[src/rtl/rbw_imply_pkg.sv]
package rbw_imply_pkg;

    typedef enum logic [1:0] {
        OP_NOP   = 2'b00,
        OP_IMPLY = 2'b01,
        OP_FALSE = 2'b10,
        OP_RSVD  = 2'b11
    } op_e;

    typedef enum logic [1:0] {
        ST_IDLE  = 2'd0,
        ST_READ  = 2'd1,
        ST_WRITE = 2'd2,
        ST_FIN   = 2'd3
    } st_e;

    function automatic logic op_starts(input op_e o);
        return (o == OP_IMPLY) || (o == OP_FALSE);
    endfunction

endpackage

[src/rtl/rbw_cell_array.sv]
module rbw_cell_array #(
    parameter int ROWS = 4,
    parameter int COLS = 8,
    localparam int RW = $clog2(ROWS),
    localparam int CW = $clog2(COLS)
) (
    input  logic            clk,
    input  logic            rst,
    input  logic            vert,
    input  logic [RW-1:0]   row_p,
    input  logic [CW-1:0]   col_p,
    input  logic [CW-1:0]   col_q,
    input  logic            wr_en,
    input  logic [ROWS-1:0] set_m,
    input  logic [ROWS-1:0] clr_m,
    output logic [ROWS-1:0] p_bit,
    output logic [ROWS-1:0] q_bit
);
    logic [COLS-1:0] cells [ROWS];
    logic [CW-1:0]   q_col;

    assign q_col = vert ? col_p : col_q;

    for (genvar r = 0; r < ROWS; r++) begin : g_row
        // operand read ports
        assign p_bit[r] = vert ? cells[row_p][col_p] : cells[r][col_p];
        assign q_bit[r] = cells[r][q_col];

        always_ff @(posedge clk) begin
            if (rst) begin
                cells[r] <= '0;
            end else if (wr_en) begin
                if (set_m[r])
                    cells[r][q_col] <= 1'b1;
                else if (clr_m[r])
                    cells[r][q_col] <= 1'b0;
            end
        end
    end
endmodule

[src/rtl/rbw_row_detect.sv]
module rbw_row_detect
    import rbw_imply_pkg::*;
#(
    parameter int ROWS = 4,
    localparam int RW = $clog2(ROWS)
) (
    input  op_e             op,
    input  logic            vert,
    input  logic [RW-1:0]   row_p,
    input  logic [RW-1:0]   row_q,
    input  logic [ROWS-1:0] row_mask,
    input  logic [ROWS-1:0] p_bit,
    input  logic [ROWS-1:0] q_bit,
    output logic [ROWS-1:0] read_m,
    output logic [ROWS-1:0] need_set,
    output logic [ROWS-1:0] need_clr
);
    for (genvar r = 0; r < ROWS; r++) begin : g_det
        logic dest_row;
        logic src_row;

        assign dest_row = vert ? (row_q == RW'(r)) : row_mask[r];
        assign src_row  = vert && (op == OP_IMPLY) && (row_p == RW'(r));
        assign read_m[r] = dest_row | src_row;

        // digital model of the sense comparator
        assign need_set[r] = dest_row && (op == OP_IMPLY) && !p_bit[r] && !q_bit[r];
        assign need_clr[r] = dest_row && (op == OP_FALSE) && q_bit[r];
    end
endmodule

[src/rtl/rbw_sequencer.sv]
module rbw_sequencer
    import rbw_imply_pkg::*;
#(
    parameter int ROWS  = 4,
    parameter int COLS  = 8,
    parameter int CNT_W = 16,
    localparam int RW = $clog2(ROWS),
    localparam int CW = $clog2(COLS)
) (
    input  logic            clk,
    input  logic            rst,
    input  logic            go,
    input  logic [1:0]      op_in,
    input  logic            vert_in,
    input  logic [RW-1:0]   row_p_in,
    input  logic [RW-1:0]   row_q_in,
    input  logic [CW-1:0]   col_p_in,
    input  logic [CW-1:0]   col_q_in,
    input  logic [ROWS-1:0] mask_in,
    input  logic [ROWS-1:0] read_m,
    input  logic [ROWS-1:0] need_set,
    input  logic [ROWS-1:0] need_clr,
    output op_e             op_l,
    output logic            vert_l,
    output logic [RW-1:0]   row_p_l,
    output logic [RW-1:0]   row_q_l,
    output logic [CW-1:0]   col_p_l,
    output logic [CW-1:0]   col_q_l,
    output logic [ROWS-1:0] mask_l,
    output logic            wr_en,
    output logic [ROWS-1:0] set_m,
    output logic [ROWS-1:0] clr_m,
    output logic [ROWS-1:0] rd_en,
    output logic [ROWS-1:0] set_pls,
    output logic [ROWS-1:0] rst_pls,
    output logic            done,
    output logic [CNT_W-1:0] pulse_cnt
);
    st_e st;
    logic [ROWS-1:0] hit_set, hit_clr;

    always_ff @(posedge clk) begin
        if (rst) begin
            st        <= ST_IDLE;
            op_l      <= OP_NOP;
            vert_l    <= 1'b0;
            row_p_l   <= '0;
            row_q_l   <= '0;
            col_p_l   <= '0;
            col_q_l   <= '0;
            mask_l    <= '0;
            hit_set   <= '0;
            hit_clr   <= '0;
            pulse_cnt <= '0;
        end else begin
            unique case (st)
                ST_IDLE: if (go && op_starts(op_e'(op_in))) begin
                    op_l    <= op_e'(op_in);
                    vert_l  <= vert_in;
                    row_p_l <= row_p_in;
                    row_q_l <= row_q_in;
                    col_p_l <= col_p_in;
                    col_q_l <= col_q_in;
                    mask_l  <= mask_in;
                    st      <= ST_READ;
                end
                ST_READ: begin
                    hit_set <= need_set;
                    hit_clr <= need_clr;
                    st      <= ST_WRITE;
                end
                ST_WRITE: begin
                    pulse_cnt <= pulse_cnt + CNT_W'($countones(hit_set | hit_clr));
                    st        <= ST_FIN;
                end
                ST_FIN: st <= ST_IDLE;
                default: st <= ST_IDLE;
            endcase
        end
    end

    assign wr_en   = (st == ST_WRITE);
    assign set_m   = hit_set;
    assign clr_m   = hit_clr;
    assign rd_en   = (st == ST_READ) ? read_m : '0;
    assign set_pls = wr_en ? hit_set : '0;
    assign rst_pls = wr_en ? hit_clr : '0;
    assign done    = (st == ST_FIN);
endmodule

[src/rtl/rbw_imply_ctrl.sv]
module rbw_imply_ctrl
    import rbw_imply_pkg::*;
#(
    parameter int ROWS  = 4,
    parameter int COLS  = 8,
    parameter int CNT_W = 16,
    localparam int RW = $clog2(ROWS),
    localparam int CW = $clog2(COLS)
) (
    input  logic             clk,
    input  logic             rst,
    input  logic             go,
    input  logic [1:0]       op,
    input  logic             vert,
    input  logic [RW-1:0]    row_p,
    input  logic [RW-1:0]    row_q,
    input  logic [CW-1:0]    col_p,
    input  logic [CW-1:0]    col_q,
    input  logic [ROWS-1:0]  row_mask,
    output logic [ROWS-1:0]  rd_en,
    output logic [ROWS-1:0]  set_pls,
    output logic [ROWS-1:0]  rst_pls,
    output logic             done,
    output logic [CNT_W-1:0] pulse_cnt
);
    op_e             op_l;
    logic            vert_l, wr_en;
    logic [RW-1:0]   row_p_l, row_q_l;
    logic [CW-1:0]   col_p_l, col_q_l;
    logic [ROWS-1:0] mask_l, set_m, clr_m, p_bit, q_bit;
    logic [ROWS-1:0] read_m, need_set, need_clr;

    rbw_cell_array #(.ROWS(ROWS), .COLS(COLS)) u_cells (
        .clk(clk), .rst(rst), .vert(vert_l), .row_p(row_p_l),
        .col_p(col_p_l), .col_q(col_q_l), .wr_en(wr_en),
        .set_m(set_m), .clr_m(clr_m), .p_bit(p_bit), .q_bit(q_bit)
    );

    rbw_row_detect #(.ROWS(ROWS)) u_detect (
        .op(op_l), .vert(vert_l), .row_p(row_p_l), .row_q(row_q_l),
        .row_mask(mask_l), .p_bit(p_bit), .q_bit(q_bit),
        .read_m(read_m), .need_set(need_set), .need_clr(need_clr)
    );

    rbw_sequencer #(.ROWS(ROWS), .COLS(COLS), .CNT_W(CNT_W)) u_seq (
        .clk(clk), .rst(rst), .go(go), .op_in(op), .vert_in(vert),
        .row_p_in(row_p), .row_q_in(row_q), .col_p_in(col_p),
        .col_q_in(col_q), .mask_in(row_mask),
        .read_m(read_m), .need_set(need_set), .need_clr(need_clr),
        .op_l(op_l), .vert_l(vert_l), .row_p_l(row_p_l), .row_q_l(row_q_l),
        .col_p_l(col_p_l), .col_q_l(col_q_l), .mask_l(mask_l),
        .wr_en(wr_en), .set_m(set_m), .clr_m(clr_m),
        .rd_en(rd_en), .set_pls(set_pls), .rst_pls(rst_pls),
        .done(done), .pulse_cnt(pulse_cnt)
    );
endmodule

[config.mk]
export PLATFORM = sky130hd
export DESIGN_NAME = rbw_imply_ctrl
export DESIGN_NICKNAME = d
export VERILOG_FILES = /design/src/rtl/rbw_imply_pkg.sv /design/src/rtl/rbw_cell_array.sv /design/src/rtl/rbw_row_detect.sv /design/src/rtl/rbw_sequencer.sv /design/src/rtl/rbw_imply_ctrl.sv
export SDC_FILE = /design/constraint.sdc
export NUM_CORES = 1
export LEC_CHECK = 0
export BUFFER_PORTS_ARGS = -buffer_cell sky130_fd_sc_hd__buf_2
export CAP_MARGIN = 20
export CORE_ASPECT_RATIO = 1.2
export CORE_MARGIN = 2
export CORE_UTILIZATION = 40
export CTS_CLUSTER_SIZE = 28
export DETAILED_ROUTE_END_ITERATION = 8
export PLACE_DENSITY = 0.59
export RECOVER_POWER = 50
export SYNTH_ARGS = -nofsm -noshare
export SYNTH_HDL_FRONTEND = slang
export SYNTH_SLANG_ARGS = --single-unit
[constraint.sdc]
create_clock -name clk -period 3 [get_ports clk]
set_input_delay 0 -clock clk [delete_from_list [all_inputs] [get_ports clk]]
set_output_delay 0 -clock clk [all_outputs]
set_load 0.05 [all_outputs]
=== Word-level counts from Yosys, hierarchy flattened ===
Memory sizes are Yosys's and may differ from the RTL's. A register that Yosys moved wholly into a read port is not among the register bits.
Cells that the tools add are included.

* Register bits after elaboration: 43
* Bits in writable memories: 32
* Input port bits: 20
* Output and inout bits: 29
* Word-level logic and storage cells: 280
* Memories kept: 1

{| class="wikitable"
|+ Memories
! name !! depth !! bits a word !! rd ports !! clocked after Yosys merged registers in !! write ports !! line !! text
|-
| u_cells.cells || 4 || 8 || 5 || 1 || 4 || rbw_cell_array.sv:19 || <nowiki>logic [COLS-1:0] cells [ROWS];</nowiki>
|}

* Add/subtract/negate cells: 4
* $lt $le $gt $ge: 3
* Equal/unequal tests: 14
* Muxes and demuxes: 138
* Bitwise gates (word level): 69
* Reduce and logical (&&, ||, !) cells: 40

{| class="wikitable"
|+ Operators by type and width
! operator !! number
|-
| $mux 1 || 112
|-
| $or 1x1->1 || 68
|-
| $mux 8 || 8
|-
| $add 16x16->16 || 2
|-
| $bmux 1 s3 || 9
|-
| $logic_and 1x1->1 || 27
|-
| $eq 2x2->1 const B || 8
|-
| $mux 4 || 3
|-
| $eq 2x1->1 const B || 5
|-
| $logic_not 1->1 || 8
|-
| $lt 3x4->1 const B || 2
|-
| $pmux 2 s4 || 1
|-
| $logic_not 2->1 || 3
|-
| $mux 2 || 3
|-
| $add 1x1->2 || 2
|-
| $or 4x4->4 || 1
|-
| $demux 1 s3 || 1
|-
| $ge 3x1->1 const B || 1
|-
| $mux 3 || 1
|-
| $ne 2x1->1 const B || 1
|-
| $reduce_and 2->1 || 1
|-
| $logic_or 1x1->1 || 1
|}

=== Logic depth before layout (Yosys ltp) ===
Gate-level depths: netlist (run 1).

* Depth after elaboration: 8
* Mapped depth: 12
* Mapped depth without buffers: 12

=== By module ===
Synthesis (run 1) repeated with hierarchy kept, for this count alone.

* Cell total of the unflattened synthesis: 464
* Area, all modules: 4610.7 um^2

{| class="wikitable"
|+ Modules (own cells, without submodules)
! module !! instances !! cells an instance !! area each (um^2) !! seq. area each (um^2)
|-
| rbw_cell_array || 1 || 230 || 2442.3 || 960.9
|-
| rbw_sequencer || 1 || 205 || 1955.6 || 860.8
|-
| rbw_row_detect || 1 || 29 || 212.7 || 0.0
|}

=== Least setup slack after synthesis (run 1) ===
No wires, ideal clock.

* Path type: register to register
* Start point: reg u_seq.hit_clr[0] (netlist: u_seq.clr_m[0])
* End point: reg u_seq.pulse_cnt[13]
* Library setup time: 128 ps
* Arrival: 2416 ps
* Data required time: 2872 ps
* Path slack: 456 ps
* Cell stages (with the launch flop): 13
* Buffers on the path: 0
* Clock period less this slack: 2544 ps
* Cells stage by stage: dfxtp_1 > or2_2 > ha_1 > inv_1 > fa_1 > inv_1 > ha_1 > fa_1 > nand2_1 > nor3_1 > nand3_1 > xor2_1 > nor2_1

* Longest elaborated chain between the ends: 4

{| class="wikitable"
|+ RTL lines
! item !! line !! text
|-
| start, declared || rbw_sequencer.sv:40 || <nowiki>logic [ROWS-1:0] hit_set, hit_clr;</nowiki>
|-
| start signal, assigned || rbw_sequencer.sv:69 || <nowiki>hit_clr <= need_clr;</nowiki>
|-
| $or 4x4->4 || rbw_sequencer.sv:73 || <nowiki>pulse_cnt <= pulse_cnt + CNT_W'($countones(hit_set | hit_clr));</nowiki>
|-
| $add 1x1->2 (not written as such) || rbw_sequencer.sv:73 ||
|-
| $add 16x16->16 (not written as such) || rbw_sequencer.sv:73 ||
|-
| $add 16x16->16 || rbw_sequencer.sv:73 ||
|-
| end signal, assigned || rbw_sequencer.sv:73 ||
|-
| end, declared || rbw_sequencer.sv:37 || <nowiki>output logic [CNT_W-1:0] pulse_cnt</nowiki>
|}

Every way passes these cells.
A chain may end at the register's enable or synchronous reset.

=== Worst setup path after layout (run 1) ===
* Start point: reg u_seq.hit_clr[0] (netlist: u_seq.clr_m[0])
* End point: reg u_seq.pulse_cnt[15]

Same word-level chain as after synthesis.

==> results.tsv, run 1 <==
stage	metric	value	unit
logic_synthesis	most frequent cell after synthesis	nor2_1	
floorplan	die height	120	um
grt	initial antenna violation count	0	
drt	post-route ant nets	0	
sta	Slew @ Worst Pin	1.20	ns
drt	First-pass DRT Iterations	5	
sta	Slew HR	19.7	%
worst_hold_path	hold path depth	4	
sta	setup total negative slack	0	ns
logic_synthesis	synth top area cells	edfxtp_1 21%, dfxtp_1 20%, mux2i_1 8.2%	
setup_path	Critical Path Max Stage Delay	0.42	ns
drt	initial drt markers	274	
setup_path	family with the most delay on the worst path	adder cells	
clock_tree	Worst-path clk slew	0.06	ns
logic_synthesis	synthesized flop and latch total	77	
sta	Setup Skew	0.00759	ns
sta	final worst path period need	2.78	ns
logic_synthesis	Async SR Flop Fraction	0	%
setup_path	crit-path cells	or2_2, ha_1, inv_1, fa_1, inv_1, ha_1, fa_1, nand2_1, nor3_1, nand3_1, xor2_1, nor2_1	
clock_tree	Longest Clk Path Bufs	2	
status	status	completed	
drt	Routed WL	11.6	mm
grt	largest net degree at the start of global routing	74	
logic_synthesis	xor and xnor area share after synthesis	2.71	%
setup_path	CP Max Fanout	4	
logic_synthesis	main combinational cell family by area after synthesis	multiplexers	
sta	# setup viols final	0	
logic_synthesis	Post-Synth Simple-Gate Area	17.5	%
final_layout	Diodes inserted	0	
logic_synthesis	top cell type's share of synthesized area	21.2	%
floorplan	Die Area	12200	um^2
logic_synthesis	mux cell area share after synthesis	19.0	%
drt	Via density	5.61	
clock_tree	Post-CTS Setup Inserts	0	
setup_path	R2R depth	12	
logic_synthesis	Post-synth EDFFs	32	
logic_synthesis	Top FF cell, synth	dfxtp_1	
power	peak supply drop	0.000253	V
logic_synthesis	Yosys top cell by area	edfxtp_1	
logic_synthesis	Synth Area in Compound Gates	11.5	%
place	GP Congestion	0.863	
clock_tree	Sink Count	77	
job	MaxCap Viol Count	0	
logic_synthesis	Seq/Total Area, Yosys	41.2	%
logic_synthesis	Cell Area, Synth	4520	um^2
grt	GRT met1 Usage	24.6	%
sta	final hold viol count	0	
drt	DR vias	3574	
grt	met3 usage in global routing	3.87	%
power	total power	2.97	mW
power	Static Leakage	2.17	nW
setup_path	CP Capture Type	flop	
clock_tree	Root Buffer	clkbuf_16	
setup_path	WP buf/inv	2	
setup_path	Worst EP arrival	2.99	ns
worst_hold_path	type of the most critical hold path	primary input to flop	
setup_path	startpoint types	flop	
power	PD cells	562	nW/um^2
final_layout	nets@finish	532	
grt	GR peak layer	met2	
clock_tree	Clk Latency, worst-skew pair	0.34	ns
drt	post-DR wirelength/cell	18.3	um
logic_synthesis	synthesized area per cell	10.3	um^2
grt	first-pass GRT wire length	18.3	mm
grt	grt total ovfl	0	
place	DP HPWL	8.46	mm
logic_synthesis	Ys Warns	0	
grt	GRT Util Overall	19.8	%
sta	fmax	360	MHz
floorplan	starting density of the core	41.0	%
final_layout	synthesis-to-finish area growth	16.8	%
setup_path	slowest cell on the critical path	fa_1	
grt	vias in the first global route	3588	
logic_synthesis	Synthesized Nets	472	
logic_synthesis	Post-synth top cells	88 x nor2_1, 45 x dfxtp_1, 37 x mux2i_1	
setup_path	critical path depth	12	
floorplan	Die Width	101	um
drt	number of remaining DRC errors	0	
logic_synthesis	cells after synthesis	440	
setup_path	Worst EP required	3.21	ns
sta	period utilization	92.7	%
grt	GR Util met2	33.1	%
clock_tree	CTS tree	done	
floorplan	std cell rows	42	
clock_tree	post-cts resize count	0	
logic_synthesis	post-synthesis adder-cell area fraction	3.82	%
final_layout	share of cells above drive strength 1	14.5	%
floorplan	IO Count	49	
sta	Final Max Slew Viols	0	
place	IO buf count	48	
logic_synthesis	synth unique cells	48	
sta	RSZ-0062 raised after global routing	no	
setup_path	critical path class	flop to flop	
floorplan	core area	11000	um^2
clock_tree	CTS Buf Count	9	
clock_tree	H-Tree Level Count	3	
==> state kept, by name, summed over array words and instances (netlist names), named ones only <==
name	flops
u_seq.pulse_cnt	16
u_seq.op_l	2
u_seq.col_q_l	3
u_seq.vert_l	1
u_seq.row_p_l	2
u_seq.clr_m	4
u_seq.row_q_l	2
u_cells.cells	32
u_seq.mask_l	4
u_seq.set_m	4
u_seq.col_p_l	3
u_seq.st	2
==> worst register-to-register path: stages (launching register included) <==
cell	delay (ns)
dfxtp_1	0.31
or2_2	0.30
ha_1	0.19
inv_1	0.07
fa_1	0.42
inv_1	0.07
ha_1	0.18
fa_1	0.26
nand2_1	0.10
nor3_1	0.38
nand3_1	0.14
xor2_1	0.16
nor2_1	0.05
==> routing by layer <==
| layer | part of all wire [%] | wire length [um] | vias up |
|---|---|---|---|
| met2 | 50 | 5860 | 118 |
| li1 | - | - | 1692 |
| met3 | 4.6 | 539 | 20 |
| met4 | 2.5 | 293 | 0 |
| met1 | 42 | 4940 | 1744 |
| met5 | 0 | 0 | - |
==> logic make-up (layout without fill, tap and decap cells) <==
group	Yosys count	after routing
flops	77	77
compound gates	66	66
mux	60	60
simple gates	173	173
fa+ha+maj	12	12
buf+inv	38	103
xor+xnor	14	14
==> path summary, 6_finish.rpt <==
check	slack (ns)	endpoint	startpoint
max	0.22	u_seq.pulse_cnt[15]$_SDFFE_PP0P_	u_seq.clr_m[0]$_SDFFE_PP0P_
min	0.0006	u_seq.op_l[0]$_SDFFE_PP0P_	op[1]
max reg2reg	0.22	u_seq.pulse_cnt[15]$_SDFFE_PP0P_	u_seq.clr_m[0]$_SDFFE_PP0P_
min reg2reg	0.47	u_seq.clr_m[3]$_SDFFE_PP0P_	u_seq.clr_m[3]$_SDFFE_PP0P_
==> cells in the final DEF, fill, tap and decap left out, types with 6 or more instances in the layout <==
master | Yosys | routed
nor2b_1 | 6 | 6
mux4_1 | 7 | 7
ha_1 | 9 | 9
nand2_1 | 27 | 27
nand3_1 | 10 | 10
nor2_1 | 88 | 88
inv_1 | 11 | 11
buf_4 | 5 | 11
and2_1 | 14 | 12
a21oi_1 | 13 | 13
edfxtp_1 | 32 | 32
mux2i_1 | 37 | 37
a21o_1 | 33 | 33
dfxtp_1 | 45 | 45
mux4_2 | 11 | 11
nor3_1 | 6 | 6
xor2_1 | 12 | 12
clkbuf_16 | 0 | 9
buf_2 | 1 | 20
dlygate4sd3_1 | 0 | 15
clkbuf_1 | 15 | 29
==> stage by stage <==
step / util [%] / setup WS [ns] / instance area (um^2) / hold slack (ns) / std cells
4_1_cts: 48.2 / 0.208 / 5320 / 0.00225 / 637
3_3_place_gp: 44.1 / 0.291 / 4870 / 0.234 / 606
5_1_grt: 47.9 / 0.00363 / 5280 / 0.0459 / 637
2_1_floorplan: - / 0.456 / 4520 / 0.144 / 440
3_5_place_dp: 44.1 / 0.218 / 4870 / 0.241 / 606
6_report: 47.9 / 0.219 / 5280 / 0.000603 / 637
==> final cells by class <==
type,count,area (um^2)
clock buffers,9,225
clock inverters,7,73.8
fillers,1073,5750
inverters,12,45.0
multi-input cells,325,2470
flip-flops and latches,77,1860
well taps,132,165
repair buffers,75,442
==> power breakdown <==
part           switching, mW  internal, mW
Sequential            0.0644          1.15
Clock                  0.452         0.647
Combinational          0.382         0.275
==> what timing repair did <==
item | in CTS | in global routing
hold endpoints to repair | 17 | 0
endpoints found under the setup margin | 0 | 0
hold buffers | 15 | 0
No activity file was read; power rests on OpenSTA's default activity.
==> inputs of run 2 (changes only) <==
- ABC_AREA: default -> 1
- PLACE_DENSITY: 0.59 -> 0.58
==> run 2 against run 1 <==
- via count rose by 30%
- register-to-register slack better by 0.06 ns
- flip-flop and latch count unchanged
- cell count increased by 41%
- clock-buffer cell count up 5
- fmax is 2.2% higher
- die area up 3.4%
- sequential share of layout area fell by 1.0 points
- sequential power up 7%
- largest cell class unchanged
- highest routed layer unchanged
==> results.tsv, run 2 <==
stage	metric	value	unit
status	status	completed	
place	Placed Area	5030	um^2
floorplan	die height	123	um
power	peak supply drop	0.000253	V
setup_path	worst r2r dst	u_seq.pulse_cnt[13]$_SDFFE_PP0P_	
setup_path	CP Capture Type	flop	
logic_synthesis	main combinational cell family by area after synthesis	simple AND/OR/NAND/NOR gates	
logic_synthesis	post-synthesis adder-cell area fraction	3.69	%
setup_path	critical path class	flop to flop	
sta	RSZ-0062 raised after global routing	no	
logic_synthesis	most frequent cell after synthesis	nand2_1	
sta	setup total negative slack	0	ns
logic_synthesis	Synth Area in Compound Gates	11.8	%
floorplan	core area	11500	um^2
grt	initial antenna violation count	0	
drt	post-route ant nets	0	
logic_synthesis	Post-synth top cells	189 x nand2_1, 89 x nand3_1, 78 x nor2_1	
final_layout	sequential standard cell area	1860	um^2
sta	# setup viols final	0	
logic_synthesis	Seq/Total Area, Yosys	39.8	%
grt	GRT Util Overall	22.2	%
setup_path	R2R Setup Slk	0.28	ns
worst_hold_path	Worst Hold Launch	row_p[0]	
drt	post-DR wirelength/cell	14.6	um
final_layout	most frequent cells in the layout	190 x nand2_1, 89 x nand3_1, 77 x nor2_1, 76 x inv_1, 56 x o21ai_0	
sta	period utilization	90.7	%
final_layout	commonest non-fill, non-tap cell in the layout	nand2_1	
logic_synthesis	cells after synthesis	686	
sta	Hold WS	0.0219	ns
job	MaxCap Viol Count	0	
clock_tree	Clk Latency, worst-skew pair	0.34	ns
logic_synthesis	Cell Area, Synth	4680	um^2
sta	Slew HR	54.6	%
place	placed insts	870	
clock_tree	H-Tree Level Count	3	
final_layout	Fillers	1251	
drt	First-pass DRT Iterations	6	
final_layout	Largest Register	u_cells.cells	
clock_tree	Longest Clk Path Bufs	2	
floorplan	starting density of the core	40.7	%
logic_synthesis	Synthesized Nets	718	
power	PD cells	642	nW/um^2
place	DP HPWL	9.83	mm
logic_synthesis	Post-synth EDFFs	32	
logic_synthesis	Yosys top cell by area	edfxtp_1	
grt	grt total ovfl	0	
final_layout	Diodes inserted	0	
power	Static Leakage	2.33	nW
final_layout	multi-input logic area	2370	um^2
setup_path	startpoint types	flop	
clock_tree	CTS tree	done	
grt	vias in the first global route	4344	
power	total power	3.49	mW
sta	Final Max Slew Viols	0	
final_layout	post-route cell area	5440	um^2
logic_synthesis	synthesized area per cell	6.82	um^2
final_layout	synthesis-to-finish area growth	16.1	%
worst_hold_path	type of the most critical hold path	primary input to flop	
sta	fmax	367	MHz
floorplan	std cell rows	43	
sta	final setup margin	0.278	ns
clock_tree	CTS Buf Count	9	
logic_synthesis	Top FF cell, synth	dfxtp_1	
logic_synthesis	top cell type's share of synthesized area	20.5	%
sta	Slew @ Worst Pin	0.681	ns
setup_path	Worst EP arrival	2.95	ns
setup_path	Worst R2R Start	u_seq.clr_m[0]$_SDFFE_PP0P_	
floorplan	Die Width	103	um
logic_synthesis	Post-Synth Simple-Gate Area	34.9	%
drt	Via density	5.17	
logic_synthesis	xor and xnor area share after synthesis	0.187	%
sta	final worst path period need	2.72	ns
clock_tree	Sink Count	77	
sta	final hold viol count	0	
drt	Routed WL	13.2	mm
setup_path	Worst EP required	3.23	ns
drt	DR vias	4652	
final_layout	nets@finish	770	
sta	Setup Skew	0.0100	ns
worst_hold_path	hold path depth	3	
setup_path	CP Max Fanout	4	
logic_synthesis	Ys Warns	0	
final_layout	Final Non-Filler Cells	900	
grt	first-pass GRT wire length	21.6	mm
drt	number of remaining DRC errors	0	
logic_synthesis	synthesized flop and latch total	77	
place	dpl ws	0.228	ns
setup_path	R2R depth	14	
final_layout	max reg flops	32	
place	GP Congestion	0.952	
clock_tree	Worst-path clk slew	0.06	ns
logic_synthesis	synth top area cells	edfxtp_1 21%, dfxtp_1 19%, nand2_1 15%	
logic_synthesis	synth unique cells	36	
final_layout	leading registers by flop count	u_cells.cells x32, u_seq.pulse_cnt x16	
drt	initial drt markers	298	
grt	largest net degree at the start of global routing	29	
logic_synthesis	Async SR Flop Fraction	0	%
final_layout	share of cells above drive strength 1	8.75	%
place	IO buf count	48	
floorplan	Die Area	12600	um^2
final_layout	Core Util, Final	47.2	%
clock_tree	Root Buffer	clkbuf_16	
logic_synthesis	mux cell area share after synthesis	0	%
floorplan	IO Count	49	
run 2: changes by cell type in the layout (fill, tap and decap cells not counted), moves of 12 or more:
cell / previous run / this run
a21o_1: 33 / 0
a21oi_1: 13 / 37
and2_1: 12 / 0
inv_1: 11 / 76
mux2i_1: 37 / 0
nand2_1: 27 / 190
nand3_1: 10 / 89
o21ai_0: 2 / 56
xor2_1: 12 / 0
run 2: logic make-up (layout without fill, tap and decap cells):
kind of cell / count (synthesis) / in the layout
compound gates: 104 / 104
xor+xnor: 1 / 1
fa+ha+maj: 12 / 12
buf+inv: 109 / 166
flops: 77 / 77
simple gates: 383 / 383
run 2: metal layers:
metal,global-route usage (%),wire (um)
met5,0,0
met4,9.21,408
met3,4.21,713
met2,35.2,6250
met1,29.5,5800
run 2: worst max-delay path by stage:
stage | startpoint | end | slack [ns] | depth (start not counted)
2_1_floorplan | u_seq.clr_m[0]$_SDFFE_PP0P_ | u_seq.pulse_cnt[13]$_SDFFE_PP0P_ | 0.41 | 14
3_3_place_gp | u_seq.clr_m[0]$_SDFFE_PP0P_ | u_seq.pulse_cnt[13]$_SDFFE_PP0P_ | 0.25 | 14
3_5_place_dp | u_seq.clr_m[0]$_SDFFE_PP0P_ | u_seq.pulse_cnt[13]$_SDFFE_PP0P_ | 0.23 | 14
4_1_cts | u_seq.clr_m[0]$_SDFFE_PP0P_ | u_seq.pulse_cnt[13]$_SDFFE_PP0P_ | 0.22 | 14
5_1_grt | u_seq.clr_m[0]$_SDFFE_PP0P_ | u_seq.pulse_cnt[14]$_SDFFE_PP0P_ | 0.02 | 13
6_report | u_seq.clr_m[0]$_SDFFE_PP0P_ | u_seq.pulse_cnt[13]$_SDFFE_PP0P_ | 0.28 | 14
run 2: area by class of cell:
| cell class | instances | area share [%] |
|---|---|---|
| Clock buffer | 14 | 5.27 |
| Multi-Input combinational cell | 500 | 43.6 |
| Inverter | 80 | 5.57 |
| Timing Repair Buffer | 70 | 7.46 |
| Clock inverter | 2 | 0.253 |
| Tap cell | 157 | 3.61 |
| Sequential cell | 77 | 34.2 |
run 2: worst max-delay path: stages (launching register included):
cell and delay [ns]:
dfxtp_1 0.32, or2_2 0.31, ha_1 0.20, inv_1 0.07
fa_1 0.41, inv_1 0.07, ha_1 0.18, fa_1 0.22
nand2_1 0.09, nor3b_2 0.23, nand2_1 0.13, nor2_2 0.16
nand2_1 0.07, o21ai_1 0.11, nor2_1 0.05
run 2: what timing repair did:
action,CTS,global route
setup endpoints to repair,0,2
buffers inserted,0,0
hold buffers,14,0
endpoints found under the hold margin,15,0
gates resized for setup,0,1
run 2: where the power goes:
| part | switching (mW) | internal [mW] | leakage [nW] |
|---|---|---|---|
| Clock | 0.418 | 0.660 | 0.151 |
| Combinational | 0.813 | 0.313 | 1.48 |
| Sequential | 0.100 | 1.19 | 0.697 |
